===== src/rtl/blkmap_pkg.sv =====
package blkmap_pkg;

  localparam int NPROF        = 4;
  localparam int SHIFT_W      = 4;
  localparam int MIN_BLK_LOG2 = 13;
  localparam int OFF_W        = 15;
  localparam int PHASE_W      = 4;

  typedef enum logic [1:0] {
    PROF_A = 2'd0,
    PROF_B = 2'd1,
    PROF_C = 2'd2,
    PROF_D = 2'd3
  } prof_e;

  function automatic int unsigned blk_bytes(input logic [1:0] p);
    case (p)
      2'd0:    return 32'h2000;
      2'd1:    return 32'h4000;
      2'd2:    return 32'h7000;
      default: return 32'h8000;
    endcase
  endfunction

  function automatic int unsigned seq_len(input logic [1:0] p);
    return (p == PROF_C) ? 8 : 12;
  endfunction

  // Sequence shared by profiles A and D.
  function automatic logic signed [SHIFT_W-1:0] seq_ad(input logic [PHASE_W-1:0] ph);
    case (ph)
      4'd0, 4'd2, 4'd4: return 4'sd1;
      4'd1, 4'd3, 4'd5: return -4'sd1;
      4'd6, 4'd9:       return 4'sd2;
      4'd7:             return 4'sd3;
      4'd10:            return -4'sd3;
      default:          return -4'sd2;
    endcase
  endfunction

  function automatic logic signed [SHIFT_W-1:0] seq_b(input logic [PHASE_W-1:0] ph);
    case (ph)
      4'd0, 4'd8, 4'd10: return 4'sd1;
      4'd1, 4'd9, 4'd11: return -4'sd1;
      4'd2, 4'd5:        return 4'sd2;
      4'd3:              return 4'sd3;
      4'd6:              return -4'sd3;
      default:           return -4'sd2;
    endcase
  endfunction

  function automatic logic signed [SHIFT_W-1:0] seq_c(input logic [PHASE_W-1:0] ph);
    case (ph[2:0])
      3'd0:    return 4'sd6;
      3'd1:    return 4'sd1;
      3'd2:    return 4'sd5;
      3'd3:    return 4'sd0;
      3'd4:    return -4'sd4;
      3'd5:    return -4'sd1;
      3'd6:    return -4'sd5;
      default: return -4'sd2;
    endcase
  endfunction

endpackage


===== src/rtl/blkmap_split.sv =====
module blkmap_split
  import blkmap_pkg::*;
#(
  parameter int ADDR_W = 32,
  parameter int IDX_W  = ADDR_W - MIN_BLK_LOG2
) (
  input  logic [ADDR_W-1:0] addr,
  input  logic [1:0]        prof,
  output logic [IDX_W-1:0]  idx,
  output logic [OFF_W-1:0]  off
);

  logic [IDX_W-1:0] idx_p [NPROF];
  logic [OFF_W-1:0] off_p [NPROF];

  // One constant divider per profile; the power-of-two ones reduce to wiring.
  for (genvar p = 0; p < NPROF; p++) begin : g_div
    localparam logic [ADDR_W-1:0] BS = ADDR_W'(blk_bytes(2'(p)));
    logic [ADDR_W-1:0] quo;
    logic [ADDR_W-1:0] rem;
    assign quo      = addr / BS;
    assign rem      = addr % BS;
    assign idx_p[p] = quo[IDX_W-1:0];
    assign off_p[p] = rem[OFF_W-1:0];
    logic quo_unused;
    assign quo_unused = ^{quo[ADDR_W-1:IDX_W], rem[ADDR_W-1:OFF_W]};
  end

  assign idx = idx_p[prof];
  assign off = off_p[prof];

endmodule


===== src/rtl/blkmap_phase.sv =====
module blkmap_phase
  import blkmap_pkg::*;
#(
  parameter int IDX_W = 19
) (
  input  logic [IDX_W-1:0]          idx,
  input  logic [1:0]                prof,
  output logic [PHASE_W-1:0]        phase,
  output logic signed [SHIFT_W-1:0] shift
);

  logic [IDX_W-1:0]   mod12;
  logic [PHASE_W-1:0] ph12;
  logic [PHASE_W-1:0] ph8;

  assign mod12 = idx % IDX_W'(12);
  assign ph12  = mod12[PHASE_W-1:0];
  assign ph8   = {1'b0, idx[2:0]};

  logic mod_unused;
  assign mod_unused = ^mod12[IDX_W-1:PHASE_W];

  always_comb begin
    case (prof)
      PROF_B: begin
        phase = ph12;
        shift = seq_b(ph12);
      end
      PROF_C: begin
        phase = ph8;
        shift = seq_c(ph8);
      end
      default: begin
        phase = ph12;
        shift = seq_ad(ph12);
      end
    endcase
  end

endmodule


===== src/rtl/blkmap_merge.sv =====
module blkmap_merge
  import blkmap_pkg::*;
#(
  parameter int ADDR_W = 32,
  parameter int IDX_W  = ADDR_W - MIN_BLK_LOG2
) (
  input  logic [ADDR_W-1:0]         orig,
  input  logic [IDX_W-1:0]          idx,
  input  logic [OFF_W-1:0]          off,
  input  logic signed [SHIFT_W-1:0] shift,
  input  logic [1:0]                prof,
  output logic [ADDR_W-1:0]         addr,
  output logic                      err
);

  localparam int SUM_W  = IDX_W + 2;
  localparam int WIDE_W = ADDR_W + 2;

  logic signed [SUM_W-1:0] sum;
  logic [WIDE_W-1:0]       wide_p [NPROF];
  logic [WIDE_W-1:0]       wide;
  logic                    below;
  logic                    above;

  assign sum = $signed({2'b00, idx}) +
               $signed({{(SUM_W-SHIFT_W){shift[SHIFT_W-1]}}, shift});

  for (genvar p = 0; p < NPROF; p++) begin : g_mul
    localparam logic [WIDE_W-1:0] BS = WIDE_W'(blk_bytes(2'(p)));
    assign wide_p[p] = WIDE_W'($unsigned(sum)) * BS + WIDE_W'(off);
  end

  assign wide  = wide_p[prof];
  assign below = sum[SUM_W-1];
  assign above = |wide[WIDE_W-1:ADDR_W];

  always_comb begin
    err  = below | above;
    addr = err ? orig : wide[ADDR_W-1:0];
  end

endmodule


===== src/rtl/blkmap_top.sv =====
module blkmap_top
  import blkmap_pkg::*;
#(
  parameter int ADDR_W = 32,
  parameter int FLAG_W = 16,
  parameter int EN_BIT = 11
) (
  input  logic              clk,
  input  logic              rst_n,
  input  logic              in_valid,
  input  logic [ADDR_W-1:0] in_addr,
  input  logic [FLAG_W-1:0] in_flags,
  input  logic [1:0]        in_prof,
  output logic              out_valid,
  output logic [ADDR_W-1:0] out_addr,
  output logic              out_err
);

  localparam int IDX_W = ADDR_W - MIN_BLK_LOG2;

  // Reset: asserted asynchronously, released on the clock.
  logic [1:0] rst_pipe;
  logic       rst_sync_n;

  always_ff @(posedge clk or negedge rst_n) begin
    if (!rst_n) rst_pipe <= 2'b00;
    else        rst_pipe <= {rst_pipe[0], 1'b1};
  end
  assign rst_sync_n = rst_pipe[1];

  logic flags_unused;
  assign flags_unused = ^in_flags;

  // Stage 1: split into block index and offset.
  logic [IDX_W-1:0] s1_idx_d;
  logic [OFF_W-1:0] s1_off_d;

  blkmap_split #(.ADDR_W(ADDR_W), .IDX_W(IDX_W)) u_split (
    .addr (in_addr),
    .prof (in_prof),
    .idx  (s1_idx_d),
    .off  (s1_off_d)
  );

  logic              s1_v, s1_en;
  logic [1:0]        s1_prof;
  logic [IDX_W-1:0]  s1_idx;
  logic [OFF_W-1:0]  s1_off;
  logic [ADDR_W-1:0] s1_addr;

  always_ff @(posedge clk or negedge rst_sync_n) begin
    if (!rst_sync_n) begin
      s1_v    <= 1'b0;
      s1_en   <= 1'b0;
      s1_prof <= 2'd0;
      s1_idx  <= '0;
      s1_off  <= '0;
      s1_addr <= '0;
    end else begin
      s1_v <= in_valid;
      if (in_valid) begin
        s1_en   <= in_flags[EN_BIT];
        s1_prof <= in_prof;
        s1_idx  <= s1_idx_d;
        s1_off  <= s1_off_d;
        s1_addr <= in_addr;
      end
    end
  end

  // Stage 2: phase and displacement lookup.
  logic [PHASE_W-1:0]        s2_phase_d;
  logic signed [SHIFT_W-1:0] s2_shift_d;

  blkmap_phase #(.IDX_W(IDX_W)) u_phase (
    .idx   (s1_idx),
    .prof  (s1_prof),
    .phase (s2_phase_d),
    .shift (s2_shift_d)
  );

  logic phase_unused;
  assign phase_unused = ^s2_phase_d;

  logic                      s2_v, s2_en;
  logic [1:0]                s2_prof;
  logic [IDX_W-1:0]          s2_idx;
  logic [OFF_W-1:0]          s2_off;
  logic [ADDR_W-1:0]         s2_addr;
  logic signed [SHIFT_W-1:0] s2_shift;

  always_ff @(posedge clk or negedge rst_sync_n) begin
    if (!rst_sync_n) begin
      s2_v     <= 1'b0;
      s2_en    <= 1'b0;
      s2_prof  <= 2'd0;
      s2_idx   <= '0;
      s2_off   <= '0;
      s2_addr  <= '0;
      s2_shift <= '0;
    end else begin
      s2_v <= s1_v;
      if (s1_v) begin
        s2_en    <= s1_en;
        s2_prof  <= s1_prof;
        s2_idx   <= s1_idx;
        s2_off   <= s1_off;
        s2_addr  <= s1_addr;
        s2_shift <= s2_shift_d;
      end
    end
  end

  // Stage 3: rebuild the address and range-check it.
  logic [ADDR_W-1:0] mrg_addr;
  logic              mrg_err;

  blkmap_merge #(.ADDR_W(ADDR_W), .IDX_W(IDX_W)) u_merge (
    .orig  (s2_addr),
    .idx   (s2_idx),
    .off   (s2_off),
    .shift (s2_shift),
    .prof  (s2_prof),
    .addr  (mrg_addr),
    .err   (mrg_err)
  );

  logic [ADDR_W-1:0] o_addr_d;
  logic              o_err_d;

  always_comb begin
    if (s2_en) begin
      o_addr_d = mrg_addr;
      o_err_d  = mrg_err;
    end else begin
      o_addr_d = s2_addr;
      o_err_d  = 1'b0;
    end
  end

  always_ff @(posedge clk or negedge rst_sync_n) begin
    if (!rst_sync_n) begin
      out_valid <= 1'b0;
      out_addr  <= '0;
      out_err   <= 1'b0;
    end else begin
      out_valid <= s2_v;
      if (s2_v) begin
        out_addr <= o_addr_d;
        out_err  <= o_err_d;
      end else begin
        out_err  <= 1'b0;
      end
    end
  end

endmodule


===== config.mk =====
export PLATFORM = sky130hd
export DESIGN_NAME = blkmap_top
export DESIGN_NICKNAME = d
export VERILOG_FILES = /design/src/rtl/blkmap_pkg.sv /design/src/rtl/blkmap_split.sv /design/src/rtl/blkmap_phase.sv /design/src/rtl/blkmap_merge.sv /design/src/rtl/blkmap_top.sv
export SDC_FILE = /design/constraint.sdc
export NUM_CORES = 1
export LEC_CHECK = 0
export CAP_MARGIN = 0
export CORE_MARGIN = 1
export CORE_UTILIZATION = 50
export CTS_CLUSTER_DIAMETER = 40
export DETAILED_ROUTE_END_ITERATION = 12
export MAX_ROUTING_LAYER = met4
export PLACE_DENSITY = 0.68
export SYNTH_ARGS = -nofsm -noshare
export SYNTH_HDL_FRONTEND = slang
export SYNTH_HIERARCHICAL = 1
export SYNTH_SLANG_ARGS = --single-unit

===== constraint.sdc =====
create_clock -name clk -period 5.2 [get_ports clk]
set_input_delay 0.78 -clock clk [delete_from_list [all_inputs] [get_ports clk]]
set_output_delay 0.78 -clock clk [all_outputs]
set_load 0.005 [all_outputs]

; ---- Yosys cells after proc, flatten, opt, wreduce, memory -nomap -nowiden
; Memories as Yosys holds them, arrays and structs flattened.
; Index checks and enable logic that the tools add are counted.
[word_totals]
register_bits = 180
mem_bits_ro = 128
word_cells = 58
mem_count = 2
[classes]
add_sub_neg = 5
n_mul = 1
n_div = 3
magnitude_cmp = 2
eq_ne = 8
muxes = 15
bitwise_logic = 3
n_reduce_logical = 2
[mem_list]
columns = name, depth, width, read_ports, rd_clocked_by_memory_dff, write_ports, line_no
row1 = (no name shown), 16, 4, 1, 0, 0, blkmap_pkg.sv:42  ; case (ph)
row2 = (no name shown), 16, 4, 1, 0, 0, blkmap_pkg.sv:31  ; case (ph)
[ops]
columns = operator, n
row1 = 34-bit by 15-bit adder with 34-bit output, 4
row2 = 34-bit binary-select mux with 2-bit select, 1
row3 = 34-bit 2-to-1 mux, 2
row4 = 32-bit 2-to-1 mux, 2
row5 = 19-bit binary-select mux with 2-bit select, 1
row6 = 19-bit 2-to-1 mux, 2
row7 = "32-bit by 15-bit divider with 32-bit output, second input constant", 1
row8 = "32-bit by 15-bit modulo with 32-bit output, second input constant", 1
row9 = 15-bit binary-select mux with 2-bit select, 1
row10 = 15-bit 2-to-1 mux, 2
row11 = 4-bit one-hot mux with 7 select lines, 1
row12 = "21-bit by 3-bit multiplier with 22-bit output, second input constant", 1
row13 = 20-bit by 4-bit adder with 21-bit output, 1
row14 = "19-bit by 4-bit modulo with 19-bit output, second input constant", 1
row15 = "3-bit == test, second input constant", 3
row16 = 4-bit one-hot mux with 2 select lines, 1
row17 = "3-bit by 2-bit == test with 1-bit output, second input constant", 2
row18 = "3-bit >= comparator, second input constant", 2
row19 = 2-bit inverter with 3-bit output, 2
row20 = "3-bit by 1-bit == test with 1-bit output, second input constant", 1
row21 = 3-bit zero test, 1
row22 = "2-bit by 1-bit == test with 1-bit output, second input constant", 1
row23 = "2-bit == test, second input constant", 1
row24 = 1-bit 2-to-1 mux, 2
row25 = other kinds (2), 2

; ---- Longest topological paths before layout
[logic_depth]
ltp_word = 10
depth_mapped = 28
mapped_depth_nobuf = 25

; ---- Modules after synthesis
; Netlist, hierarchy kept.
[by_module_without_submodules]
columns = mod, n_inst, cells_each, area_per_inst_um2
row1 = blkmap_top, 1, 447, 6972.9
row2 = blkmap_merge, 1, 609, 4976.0
row3 = blkmap_split, 1, 418, 2705.1
row4 = blkmap_phase, 1, 250, 1644.1

; ---- Worst setup path before layout
; OpenSTA, ideal clock, no wires.
[synth_path]
kind = register to register
startpoint = register s2_shift[3]
endpoint = register out_addr[11]
arrival_ns = 6.389
path_slack_ns = -1.326
stages_incl_launch_ff = 25
cell_sequence = dfrtp_1 ha_1 a21o_1 a211oi_1 o22ai_1 xnor2_1 clkinv_1 fa_1 ha_1 buf_2 a211o_1 a311oi_1 a21oi_1 xor2_1 and3_1 clkbuf_1 and4b_1 nand4_1 or4_1 a22o_1 buf_6 buf_12 mux2_4 mux2i_1 a21oi_1
[synth_via]
elab_chain_cells = 10
word_cells_on_any_way = 13
cone_classes = add/sub: 5 / mul: 1 / mux: 5 / bitwise: 1 / reduce/logical: 1
[synth_lines]
columns = element, line_no
row1 = "start, declared", blkmap_top.sv:90  ; logic signed [SHIFT_W-1:0] s2_shift;
row2 = "start signal, assigned", blkmap_top.sv:109  ; s2_shift <= s2_shift_d;
row3 = 20-bit by 4-bit adder with 21-bit output *, blkmap_merge.sv:25  ; assign sum = $signed({2'b00, idx}) +
row4 = 21-bit by 3-bit multiplier with 22-bit output, blkmap_merge.sv:30  ; assign wide_p[p] = WIDE_W'($unsigned(sum)) * BS + WIDE_W'(off);
row5 = 34-bit by 15-bit adder with 34-bit output, blkmap_merge.sv:30
row6 = 34-bit binary-select mux with 2-bit select, blkmap_merge.sv:33  ; assign wide = wide_p[prof];
row7 = 34-bit 2-to-1 mux (not written as such) (2 in series), blkmap_merge.sv:33
row8 = 2-bit OR reduction, blkmap_merge.sv:35  ; assign above = |wide[WIDE_W-1:ADDR_W];
row9 = 1-bit OR *, blkmap_merge.sv:38  ; err = below | above;
row10 = 32-bit 2-to-1 mux *, blkmap_merge.sv:39  ; addr = err ? orig : wide[ADDR_W-1:0];
row11 = via mrg_addr[11], blkmap_top.sv:115  ; logic [ADDR_W-1:0] mrg_addr;
row12 = 32-bit 2-to-1 mux *, blkmap_top.sv:132  ; if (s2_en) begin
row13 = "end signal, assigned", blkmap_top.sv:149  ; out_addr <= o_addr_d;
row14 = "end, declared", blkmap_top.sv:15  ; output logic [ADDR_W-1:0] out_addr,
; Mark *: on every way through the listed nets, which the timed path passes. The rest lies on a longest branch. The select of a mux whose other input is x is not followed.
; A chain may end at the register's enable or synchronous reset.

; ---- Worst setup path in the final report
[layout_path]
startpoint = register s2_idx[1]
endpoint = register out_addr[31]
[layout_via]
elab_chain_cells = 10
word_cells_on_any_way = 13
cone_classes = add/sub: 5 / mul: 1 / mux: 5 / bitwise: 1 / reduce/logical: 1
[layout_lines]
columns = element, line_no
row1 = "start, declared", blkmap_top.sv:87  ; logic [IDX_W-1:0] s2_idx;
row2 = "start signal, assigned", blkmap_top.sv:106  ; s2_idx <= s1_idx;
row3 = 20-bit by 4-bit adder with 21-bit output *, blkmap_merge.sv:25
row4 = 21-bit by 3-bit multiplier with 22-bit output, blkmap_merge.sv:30
row5 = 34-bit by 15-bit adder with 34-bit output, blkmap_merge.sv:30
row6 = 34-bit binary-select mux with 2-bit select, blkmap_merge.sv:33
row7 = 34-bit 2-to-1 mux (not written as such) (2 in series), blkmap_merge.sv:33
row8 = 2-bit OR reduction, blkmap_merge.sv:35
row9 = 1-bit OR *, blkmap_merge.sv:38
row10 = via mrg_err, blkmap_top.sv:116  ; logic mrg_err;
row11 = 32-bit 2-to-1 mux *, blkmap_merge.sv:39
row12 = via mrg_addr[31], blkmap_top.sv:115
row13 = 32-bit 2-to-1 mux *, blkmap_top.sv:132
; Marks and branches as above.

==> metrics.md <==
| Metric | Value |
|---|---|
| CTS tree | `built` |
| GRT Util Overall | `0.275` |
| Root Buffer | `clkbuf_16` |
| Highest Clock Rate | `approximately 0.16 GHz` |
| Global-route wire length before repair | `72.6 mm` |
| Syn Area/Cell | `about 9.5 sq um` |
| Crit Path Class | `reg2reg` |
| # nets final | `2204` |
| Min Tclk post-route | `6.22 ns` |
| Initial antenna violation count | `0` |
| Vias | `14772` |
| Critical Path Start Type | `flop` |
| Worst Hold Depth | `0` |
| Synthesis-to-layout area growth | `33.8%` |
| # diodes | `0` |
| Outcome | `finished with violations` |
| Die Y | `182 um` |
| M2 GR Usage | `0.460` |
| Final Max Tran Viols | `0` |
| HPWL Detailed | `32.0 mm` |
| Clock Sinks | `180` |
| RSZ-0062 raised after global routing | `yes` |
| Die W | `182 um` |
| Grt met3 use | `0.0341` |
| Drt wl/cell | `17.7 um` |
| Clock Path Buffers | `2` |
| Std cell rows | `65` |
| Worst-path clk slew | `0.08 ns` |
| Met1 global-route usage | `0.353` |
| Remaining global-route overflow | `0` |
| GPL Wtd Cong | `approximately 0.92` |
| Net Count, Synth | `1857` |
| Skew final | `0.0149 ns` |
| WP data required | `5.51 ns` |
| Worst-margin pin slew | `1.20 ns` |
| FF-to-FF path depth | `24` |
| Port Buffer Count | `just over 70` |
| Hold Path Class | `reg2reg` |
| Drc violations | `0` |
| Routed Antenna Nets | `0` |
| DR pass1 iterations | `5` |
| Busiest grt layer | `met2` |
| Largest net degree at the start of global routing | `126` |
| Clk Latency, worst-skew pair | `approximately 0.45 ns` |
| Failing checks | `setup timing` |
| Slew margin rel. | `0.197` |
| CTS Buf Count | `17` |
| Synth Instances | `approximately 1700` |
| Vias in the first global route | `14482` |
| CORE AREA | `between 30000 and 40000 sq um` |
| Initial core utilization | `0.512` |
| Final setup violation count | `40` |
| Share of cells above drive strength 1 | `0.404` |
| Total Wirelength | `44.6 mm` |
| Max cap viols | `0` |
| CP arrival | `6.53 ns` |
| CP Max Fanout | `12` |
| CTS H-Tree Depth | `4` |
| Sum Neg Setup Slack | `-35.64 ns` |
| Via density per instance | `approximately 5.9` |
| Iter 0 DRT Violations | `864` |
| Hold Vio Cnt, Final | `0` |
| Final worst path period share | `1.20` |
| Number of hold buffers added after CTS | `0` |
| Final worst slack | `-1.02 ns` |
| Post-synthesis cell area | `16300 sq um` |
| Filler Cells Inserted | `2419` |
| I/O pin count | `87` |
| Die ar. | `33300 sq um` |
| Crit. End Element | `flop` |
| Synth warnings | `6` |
-- what timing repair did --
item / 4_1_cts / 5_1_grt
gates cloned: 1 / 1
pin swaps: 64 / 60
endpoints found under the setup margin: 42 / 41
gates resized for setup: 159 / 117
setup buffers: 34 / 26
-- state kept, by name, indices dropped and copies added, names as in the netlist, 2 cells and up --
register  count
s2_prof       2
s2_addr      32
out_addr     32
s1_idx       19
s1_off       15
s2_shift      4
s1_prof       2
s2_idx       19
s2_off       15
s1_addr      32
rst_pipe      2
-- routing by layer --
metal / share of wire / vias to the layer above / routed length, um
li1: - / 7060 / -
met1: 0.45 / 7279 / 20100
met2: 0.49 / 373 / 22000
met3: 0.038 / 60 / 1690
met4: 0.018 / 0 / 821
met5: 0 / - / 0
-- path summary, 6_finish.rpt --
path | startpoint | end | slack [ns]
max | s2_idx[1]$_DFFE_PN0P_ | out_addr[31]$_DFFE_PN0P_ | -1.02
min | rst_pipe[0]$_DFF_PN0_ | rst_pipe[1]$_DFF_PN0_ | 0.36
max reg2reg | s2_idx[1]$_DFFE_PN0P_ | out_addr[31]$_DFFE_PN0P_ | -1.02
min reg2reg | rst_pipe[0]$_DFF_PN0_ | rst_pipe[1]$_DFF_PN0_ | 0.36
max in group asynchronous | rst_pipe[1]$_DFF_PN0_ | s2_en$_DFFE_PN0P_ | 3.61
min in group asynchronous | rst_pipe[1]$_DFF_PN0_ | out_addr[18]$_DFFE_PN0P_ | 0.38
-- critical path, stage by stage (launching register included) --
cell and delay [ns]:
dfrtp_1 0.38, ha_1 0.31, a211o_1 0.34, a211oi_2 0.29, buf_4 0.17, o31a_1 0.27, o21bai_2 0.11, xnor2_2 0.17
buf_4 0.15, fa_1 0.52, inv_2 0.05, ha_4 0.24, a21o_4 0.21, a211o_1 0.31, a2111o_1 0.34, a31o_4 0.26
a21oi_4 0.14, xnor2_2 0.14, nor2_1 0.06, a31oi_1 0.44, a22o_4 0.33, buf_12 0.19, mux2_2 0.35, mux2i_1 0.18
a21oi_1 0.11
-- layout by cell type, fill, tap and decap left out, types with 10 or more instances in the layout --
cell             count
nor2b_1             12
ha_1                48
nand4_1             22
o21ai_2             11
clkbuf_16           18
o211ai_1            23
a21o_1              26
o22ai_1             10
ha_4                17
mux4_2              21
o21ai_1             15
a21oi_2             18
a21oi_1            103
and2_1              10
nand3_1             34
buf_4              342
nor2_1             103
clkdlybuf4s50_1     64
mux2i_1             40
a211o_1             15
nand2b_1            17
nor3_1              24
inv_1               70
xor2_1              28
mux2_2             128
xnor2_1             65
xnor2_2             10
buf_6               29
dfrtp_1            175
nand2_1            100
a211oi_2            11
fa_1                15
mux2_4              46
o21a_1              10
o21ai_0             41
a31oi_1             20
-- area by class of cell --
| class | instances | area, sq um | area share |
|---|---|---|---|
| multi-input combinational | 1345 | 12100 | 0.555 |
| sequential | 180 | 4510 | 0.207 |
| timing repair buffer | 445 | 3720 | 0.171 |
| tap | 435 | 544 | 0.0250 |
| clock buffer | 17 | 425 | 0.0195 |
| inverter | 78 | 294 | 0.0135 |
| clock inverter | 15 | 194 | 0.00891 |
-- through the flow --
stage	hold WS [ns]	worst slack (ns)	cell area (sq um)	cells	utilization
2_1_floorplan	0.331	-1.08	16600	1720	-
3_3_place_gp	0.340	-1.77	19600	2423	0.616
3_5_place_dp	0.339	-1.94	19600	2423	0.616
4_1_cts	0.362	-0.961	21000	2489	0.660
5_1_grt	0.378	-1.23	21800	2515	0.685
6_report	0.365	-1.02	21800	2515	0.685
Power is not shown: default switching activity piles up to over one toggle a cycle in this logic, so the estimate is an artifact.
